==> config.mk <==
export PLATFORM = sky130hd
export DESIGN_NAME = gdiv_bank
export DESIGN_NICKNAME = d
export VERILOG_FILES = /design/src/rtl/gdiv_pkg.sv /design/src/rtl/gdiv_src_sampler.sv /design/src/rtl/gdiv_lane.sv /design/src/rtl/gdiv_bank.sv
export SDC_FILE = /design/constraint.sdc
export NUM_CORES = 1
export LEC_CHECK = 0
export ABC_CLOCK_PERIOD_IN_PS = 3950
export BUFFER_PORTS_ARGS = -buffer_cell sky130_fd_sc_hd__buf_2
export CORE_MARGIN = 4
export CORE_UTILIZATION = 45
export DETAILED_ROUTE_END_ITERATION = 10
export GPL_TIMING_DRIVEN = 1
export PLACE_DENSITY = 0.71
export SLEW_MARGIN = 20
export SYNTH_ARGS = -nofsm -noshare
export SYNTH_HDL_FRONTEND = slang
export SYNTH_SLANG_ARGS = --single-unit
==> constraint.sdc <==
create_clock -name clk -period 3.95 [get_ports clk]
set_input_delay 0.1975 -clock clk [delete_from_list [all_inputs] [get_ports clk]]
set_output_delay 0.1975 -clock clk [all_outputs]
set_load 0.02 [all_outputs]
==> src/rtl/gdiv_pkg.sv <==
package gdiv_pkg;

    typedef enum logic [2:0] {
        ST_IDLE,
        ST_ARM,
        ST_HIGH,
        ST_LOW,
        ST_PASS
    } gdiv_state_e;

endpackage

==> src/rtl/gdiv_src_sampler.sv <==
module gdiv_src_sampler #(
    parameter int NUM_SRC = 6
) (
    input  logic               clk,
    input  logic               rst_n,
    input  logic [NUM_SRC-1:0] src_i,
    output logic [NUM_SRC-1:0] src_prev_o
);

    // One-cycle history of every source level, shared by all lanes
    always_ff @(posedge clk) begin
        if (!rst_n) begin
            src_prev_o <= '0;
        end else begin
            src_prev_o <= src_i;
        end
    end

endmodule

==> src/rtl/gdiv_lane.sv <==
module gdiv_lane
    import gdiv_pkg::*;
#(
    parameter int NUM_SRC = 6,
    parameter int SEL_W   = 3,
    parameter int DIV_W   = 8
) (
    input  logic               clk,
    input  logic               rst_n,
    input  logic [NUM_SRC-1:0] src_lvl_i,
    input  logic [NUM_SRC-1:0] src_prev_i,
    input  logic               fs_i,
    input  logic               en_i,
    input  logic [SEL_W-1:0]   cfg0_sel_i,
    input  logic [DIV_W-1:0]   cfg0_div_i,
    input  logic [SEL_W-1:0]   cfg1_sel_i,
    input  logic [DIV_W-1:0]   cfg1_div_i,
    output logic               clk_o
);

    localparam int PADW = 1 << SEL_W;

    gdiv_state_e        state_q, state_n;
    logic [DIV_W-1:0]   cnt_q, cnt_n;
    logic [SEL_W-1:0]   act_sel_q, act_sel_n;
    logic [DIV_W-1:0]   act_div_q, act_div_n;
    logic               out_q;

    logic [PADW-1:0]    lvl_pad, prev_pad;
    logic               cur_lvl, cur_rise, cur_fall;
    logic [SEL_W-1:0]   pend_sel;
    logic [DIV_W-1:0]   pend_div;
    logic               pend_pass, act_pass, changed;
    logic [DIV_W-1:0]   hi_len, lo_len;

    // Unpopulated select codes read as a source stuck low
    assign lvl_pad  = PADW'(src_lvl_i);
    assign prev_pad = PADW'(src_prev_i);
    assign cur_lvl  = lvl_pad[act_sel_q];
    assign cur_rise = lvl_pad[act_sel_q] & ~prev_pad[act_sel_q];
    assign cur_fall = ~lvl_pad[act_sel_q] & prev_pad[act_sel_q];

    assign pend_sel  = fs_i ? cfg1_sel_i : cfg0_sel_i;
    assign pend_div  = fs_i ? cfg1_div_i : cfg0_div_i;
    assign pend_pass = (pend_div < DIV_W'(2));
    assign act_pass  = (act_div_q < DIV_W'(2));
    assign changed   = (pend_sel != act_sel_q) || (pend_div != act_div_q);

    // High phase gets the smaller half of an odd ratio
    assign hi_len = act_div_q >> 1;
    assign lo_len = act_div_q - hi_len;

    // State register
    always_ff @(posedge clk) begin
        if (!rst_n) begin
            state_q   <= ST_IDLE;
            cnt_q     <= '0;
            act_sel_q <= '0;
            act_div_q <= '0;
        end else begin
            state_q   <= state_n;
            cnt_q     <= cnt_n;
            act_sel_q <= act_sel_n;
            act_div_q <= act_div_n;
        end
    end

    // Next-state logic
    always_comb begin
        state_n   = state_q;
        cnt_n     = cnt_q;
        act_sel_n = act_sel_q;
        act_div_n = act_div_q;
        unique case (state_q)
            ST_IDLE: begin
                if (en_i) begin
                    act_sel_n = pend_sel;
                    act_div_n = pend_div;
                    state_n   = ST_ARM;
                end
            end
            ST_ARM: begin
                if (!en_i) begin
                    state_n = ST_IDLE;
                end else if (changed) begin
                    // Output is low: the latch may follow freely
                    act_sel_n = pend_sel;
                    act_div_n = pend_div;
                end else if (cur_rise) begin
                    if (act_pass) begin
                        state_n = ST_PASS;
                    end else begin
                        state_n = ST_HIGH;
                        cnt_n   = DIV_W'(1);
                    end
                end
            end
            ST_HIGH: begin
                if (cur_rise) begin
                    if (cnt_q == hi_len) begin
                        state_n = ST_LOW;
                        cnt_n   = DIV_W'(1);
                    end else begin
                        cnt_n = cnt_q + 1'b1;
                    end
                end
            end
            ST_LOW: begin
                if (cur_rise) begin
                    if (cnt_q != lo_len) begin
                        cnt_n = cnt_q + 1'b1;
                    end else if (!en_i) begin
                        state_n = ST_IDLE;
                    end else begin
                        // Period boundary: the only point a new setting lands
                        act_sel_n = pend_sel;
                        act_div_n = pend_div;
                        if (pend_sel != act_sel_q) begin
                            state_n = ST_ARM;
                        end else if (pend_pass) begin
                            state_n = ST_PASS;
                        end else begin
                            state_n = ST_HIGH;
                            cnt_n   = DIV_W'(1);
                        end
                    end
                end
            end
            ST_PASS: begin
                // Leave only where the output is, or is about to be, low
                if ((!en_i || changed) && !(out_q && cur_lvl)) begin
                    if (!en_i) begin
                        state_n = ST_IDLE;
                    end else begin
                        act_sel_n = pend_sel;
                        act_div_n = pend_div;
                        state_n   = ST_ARM;
                    end
                end
            end
            default: state_n = ST_IDLE;
        endcase
    end

    // Output register: glitch-free by being a single flop
    always_ff @(posedge clk) begin
        if (!rst_n) begin
            out_q <= 1'b0;
        end else begin
            out_q <= (state_n == ST_HIGH) || ((state_n == ST_PASS) && cur_lvl);
        end
    end

    assign clk_o = out_q;

endmodule

==> src/rtl/gdiv_bank.sv <==
module gdiv_bank #(
    parameter int NUM_SRC = 6,
    parameter int NUM_OUT = 8,
    parameter int DIV_W   = 8,
    parameter int SEL_W   = $clog2(NUM_SRC)
) (
    input  logic                     clk,
    input  logic                     rst_n,
    input  logic [NUM_SRC-1:0]       src_i,
    input  logic                     fs_i,
    input  logic [NUM_OUT-1:0]       en_i,
    input  logic [NUM_OUT*SEL_W-1:0] cfg0_sel_i,
    input  logic [NUM_OUT*DIV_W-1:0] cfg0_div_i,
    input  logic [NUM_OUT*SEL_W-1:0] cfg1_sel_i,
    input  logic [NUM_OUT*DIV_W-1:0] cfg1_div_i,
    output logic [NUM_OUT-1:0]       clk_o
);

    logic [NUM_SRC-1:0] src_prev;

    gdiv_src_sampler #(
        .NUM_SRC (NUM_SRC)
    ) u_sampler (
        .clk        (clk),
        .rst_n      (rst_n),
        .src_i      (src_i),
        .src_prev_o (src_prev)
    );

    for (genvar k = 0; k < NUM_OUT; k++) begin : g_lane
        gdiv_lane #(
            .NUM_SRC (NUM_SRC),
            .SEL_W   (SEL_W),
            .DIV_W   (DIV_W)
        ) u_lane (
            .clk        (clk),
            .rst_n      (rst_n),
            .src_lvl_i  (src_i),
            .src_prev_i (src_prev),
            .fs_i       (fs_i),
            .en_i       (en_i[k]),
            .cfg0_sel_i (cfg0_sel_i[k*SEL_W +: SEL_W]),
            .cfg0_div_i (cfg0_div_i[k*DIV_W +: DIV_W]),
            .cfg1_sel_i (cfg1_sel_i[k*SEL_W +: SEL_W]),
            .cfg1_div_i (cfg1_div_i[k*DIV_W +: DIV_W]),
            .clk_o      (clk_o[k])
        );
    end

endmodule

## Yosys cells after proc, flatten, opt, wreduce, memory -nomap -nowiden

Cells that the tools add are included.

| storage, ports and cells | value |
|---|---|
| register bits after elaboration | 190 |

| cells by class | value |
|---|---|
| $add $sub $neg | 16 |
| magnitude comparators | 24 |
| equal/unequal tests | 176 |
| multiplexer cells | 376 |
| bitwise logic cells | 16 |
| reduce and logical (&&, ||, !) cells | 104 |

Operators with widths:

| kind | number |
|---|---|
| $mux W8 | 144 |
| $mux W3 | 160 |
| $pmux W8 S4 | 8 |
| $pmux W8 S3 | 8 |
| $lt A8 B2 Y1 const B | 16 |
| $ne A8 B8 Y1 | 16 |
| $pmux W3 S5 | 8 |
| $pmux W3 S4 | 8 |
| $ne A2 B1 Y1 const B | 40 |
| $reduce_and A10 Y1 | 8 |
| $eq A3 B2 Y1 const B | 24 |
| $add A8 B1 Y8 const B | 8 |
| $eq A8 B7 Y1 | 8 |
| $ne A2 B2 Y1 const B | 32 |
| $sub A8 B7 Y8 | 8 |
| $bmux W1 S3 | 16 |
| $eq A3 B3 Y1 const B | 16 |
| $ne A3 B3 Y1 const B | 16 |
| $reduce_and A6 Y1 | 8 |
| $lt A3 B4 Y1 const B | 8 |
| $reduce_bool A4 Y1 | 8 |
| $eq A3 B1 Y1 const B | 8 |
| $logic_and A1 B1 Y1 | 24 |
| $logic_not A3 Y1 | 8 |
| other kinds (8) | 104 |

## Depth between registers and ports, before layout

| logic depth | value |
|---|---|
| word-level depth | 11 |
| depth in mapped cells | 13 |
| depth with buffers taken out | 11 |

## Modules after synthesis

Synthesis repeated with hierarchy kept, for this count alone.

| second synthesis, totals | value |
|---|---|
| cells, all modules | 2175 |
| area, all modules | 18471.5 µm² |

By module, submodules not included:

| module | instances | cells an instance | area each (µm²) | seq. area each (µm²) |
|---|---|---|---|---|
| gdiv_lane at g_lane[0].u_lane ... | 4 | 272 | 2304.7 | 460.4 |
| gdiv_lane at g_lane[5].u_lane ... | 2 | 265 | 2279.7 | 460.4 |
| gdiv_lane at g_lane[7].u_lane | 1 | 272 | 2299.7 | 460.4 |
| gdiv_lane at g_lane[4].u_lane | 1 | 273 | 2235.9 | 460.4 |
| gdiv_src_sampler | 1 | 12 | 157.7 | 120.1 |

## Worst setup path after synthesis

Ideal clock, no wire load.

| timing path | value |
|---|---|
| path kind | flip-flop to flip-flop |
| from | register g_lane[0].u_lane.act_div_q[0] |
| to | register g_lane[0].u_lane.act_div_q[0] |
| data arrival time | 3220 ps |
| setup slack | 607 ps |
| stages on the path, launching flop included | 12 |
| period minus slack after synthesis | 3343 ps |
| cell sequence | dfxtp_1 > inv_1 > ha_1 > fa_1 > or2_2 > a211oi_1 > mux2i_1 > nand4b_1 > nor4_4 > o2111a_1 > buf_2 > mux2_1 |

| between the ends | value |
|---|---|
| word-level cells in the longest chain between the ends | 6 |
| elaborated cells between the ends (all ways) | 15 |
| classes of those cells | add/sub: 1; eq/ne: 5; mux: 5; reduce/logical: 4 |

Ends and longest elaborated chain:

| item | RTL line | text |
|---|---|---|
| start, declared | gdiv_lane.sv:26 | `logic [DIV_W-1:0] act_div_q, act_div_n;` |
| start signal, assigned | gdiv_lane.sv:64 | `act_div_q <= act_div_n;` |
| parallel branches: the longest is 6 deep, another holds $sub A8 B7 Y8 | n/a |  |

Several ways; the timed one is not identified. The select of a mux whose other input is x is not followed.
A chain may end at the register's enable or synchronous reset.

## Worst setup path in the final report

| timing path | value |
|---|---|
| from | register g_lane[2].u_lane.act_div_q[0] |
| to | register g_lane[2].u_lane.act_div_q[1] |

| between the ends | value |
|---|---|
| word-level cells in the longest chain between the ends | 6 |
| elaborated cells between the ends (all ways) | 10 |
| classes of those cells | add/sub: 1; eq/ne: 5; reduce/logical: 4 |

Ends and longest elaborated chain:

| item | RTL line |
|---|---|
| start, declared | gdiv_lane.sv:26 |
| start signal, assigned | gdiv_lane.sv:64 |
| parallel branches: the longest is 5 deep, another holds $sub A8 B7 Y8 | n/a |
| $reduce_and A6 Y1 (no source line) * | n/a |

Every way passes the cells marked *.

==> out/qor.txt <==
Clock Skew = 0.01550 ns
Core area = 38650 um^2
Largest net degree at the start of global routing = 85
YS warnings = 0
Fin. max-slew vios = 0
Worst-Margin Slew = 0.9287 ns
Hold buffers post-CTS = 0
Crit path DAT = 3.94 ns
Die width = 205.7 um
Vias in the first global route = 15530
Fin nets = 2595
Buffers added on ports = 200
Fill cells = 3686
Worst-path clk slew = 0.08 ns
Fmax = 277.0 MHz
Yosys top cell area share = 21.62%
Via count = 16260
Gr ovfl total = 0
Top post-synthesis cells by area = dfxtp_1 22%, xnor2_1 7.6%, ha_1 7.4%, mux2i_1 5.9%, xor2_1 4.0%
Clk sink count = 190
Crit Path Max Fanout = 21
Synthesized cell area = 17590 um^2
Root Driver = clkbuf_16
Cts bufs inserted = 17
Post-synthesis sequential area ratio = 21.62%
Post-CTS Resized = 0
Number of flops mapped to enable cells by yosys = 0
RD Place Congestion = 0.9626
Area leader, netlist = dfxtp_1
Number of DRC markers in iteration 0 = 1211
Mapped Cells = 2160
Worst path required time = 4.28 ns
FF-to-FF setup slack = 0.34 ns
Initial antenna violation count = 4
H-tree lvl count = 4
Reg-to-Reg End = g_lane[2].u_lane.act_div_q[1]
Worst hold slack = 0.1304 ns
Final TNS setup = 0 ns
Drt via density = 5.756
Hold Path Class = input pin to flip-flop
Leak Pwr = 0.007727 uW
Crit path from = g_lane[2].u_lane.act_div_q[0]
Reg2Reg Depth = 12
Commonest cells in the netlist = 190 x dfxtp_1, 168 x nor2_1, 154 x nand2_1
Post-DP Area = 18880 um^2
Die height = 205.7 um
RSZ-0062 raised after global routing = no
Status = complete, no violations
Post-CTS Setup Bufs = 0
Share of post-route cells with drive strength above 1 = 16.11%
Rel. slew slack = 38.09%
#FFs+latches synth = 190
Avg Cell Area, Syn = 8.144 um^2
Crit. End Element = flip-flop
DR DRC count = 0
Top-count cell post-synth = dfxtp_1
Worst setup margin = 0.3394 ns
Antenna-violating nets left = 0
CTS tree = built
Clock tree buffer depth = 2
P&R area growth vs syn = 10.61%
Mapped Nets = 2465
Peak supply drop = 293.6 uV
Routed WL per cell = 16.68 um
Number of top-level pins = 201
Total Routing Usage GR = 21.65%
Post-DP HPWL = 36390 um
Critical Path End = g_lane[2].u_lane.act_div_q[1]
Period utilization = 91.41%
Post-synth ARST share = 0%
Cell area after layout = 19460 um^2
Die Footprint = 42320 um^2
Place WS = 0.3967 ns
First-pass GRT wire length = 76710 um
PwrDens = 298.4 nW/um^2
Startpoint types = flip-flop
Post-synth cell types = 101
MaxCap Viol Count = 0
Initial Util = 45.52%
Row count = 72
RR Startpoint = g_lane[2].u_lane.act_div_q[0]
Post-Route WL = 47110 um
Clk Latency, worst-skew pair = 0.45 ns
Minimum clock period = 3.611 ns
Post-synth top flop = dfxtp_1
Final Setup Violations = 0
Final hold violations = 0
Setup CP Type = flip-flop to flip-flop
Drt pass-1 iters = 7
[cells by family after synthesis]
kind of cell | synth area share [%]
compound gates | 19.43
xor+xnor | 11.60
fa+ha+maj | 8.308
buf+inv | 5.754
flops | 21.62
mux | 10.19
simple gates | 23.10
[layout make-up]
| cell class | instances | area (um^2) | share of cell area, % |
|---|---|---|---|
| Inverter | 117 | 441.7 | 2.270 |
| Antenna cell | 4 | 10.01 | 0.05145 |
| Sequential cell | 190 | 3804 | 19.55 |
| Clock inverter | 13 | 132.6 | 0.6817 |
| Clock buffer | 19 | 432.9 | 2.225 |
| Tap cell | 518 | 648.1 | 3.331 |
| Timing Repair Buffer | 227 | 1212 | 6.231 |
| Multi-Input combinational cell | 1737 | 12770 | 65.66 |
[sequential cells by signal, indices dropped and copies added, names as in the netlist]
| register | flops |
|---|---|
| g_lane.u_lane.act_div_q | 64 |
| g_lane.u_lane.act_sel_q | 24 |
| g_lane.u_lane.clk_o | 8 |
| g_lane.u_lane.cnt_q | 64 |
| g_lane.u_lane.state_q | 24 |
| u_sampler.src_prev_o | 6 |
[worst max-delay path, stage by stage (launching register included)]
cell	delay, ns
dfxtp_1	0.40
inv_1	0.07
ha_1	0.25
fa_1	0.46
or3b_1	0.40
and3_1	0.21
or3_1	0.36
a2111oi_4	0.44
a31oi_1	0.15
a211oi_2	0.15
buf_4	0.30
mux2i_1	0.24
nor2_1	0.05
[layer usage]
metal / wire (um) / part of all wire [%] / vias up / track usage, %
met4: 458 / 0.97 / 4 / 4.330
met1: 21900 / 46 / 7699 / 29.22
met5: 40 / 0.085 / - / 0
li1: - / - / 8086 / -
met2: 22140 / 47 / 435 / 36.70
met3: 2575 / 5.5 / 37 / 3.515
[worst min-delay path by stage]
stage / startpoint / endpoint / cells past startpoint
global placement: g_lane[7].u_lane.cnt_q[7] / g_lane[7].u_lane.cnt_q[7] / 2
global route: src_i[2] / u_sampler.src_prev_o[2] / 2
finish: src_i[2] / u_sampler.src_prev_o[2] / 2
detailed placement: g_lane[1].u_lane.cnt_q[7] / g_lane[1].u_lane.cnt_q[7] / 2
floorplan: src_i[0] / u_sampler.src_prev_o[0] / 1
CTS: src_i[3] / u_sampler.src_prev_o[3] / 2
[power by group]
group          leakage (uW)  internal (uW)  switching, uW  total [uW]
Clock              0.000274            888            837        1720
Combinational       0.00590            871           1060        1930
Sequential          0.00156           2000            151        2150
Total               0.00773           3760           2050        5810
[through the flow]
step                      total power [uW]  util (%)  cells
after floorplan                       3637         -   2160
after global placement                4048     48.85   2789
after detailed placement              4107     48.85   2789
after CTS                             5839     50.32   2821
after global routing                  6147     50.33   2823
final                                 5805     50.34   2825
[cells in the final DEF, fill, tap and decap left out, types with 44 or more instances in the layout]
master	count
a211oi_1	50
xor2_1	81
xnor2_1	152
dfxtp_1	190
buf_2	198
nand2_1	154
nor4_1	44
nand3_1	81
a21oi_1	107
ha_1	104
inv_1	116
nor3_1	51
nor2_1	168
mux2i_1	104
Power figures use the tool's default switching activity.
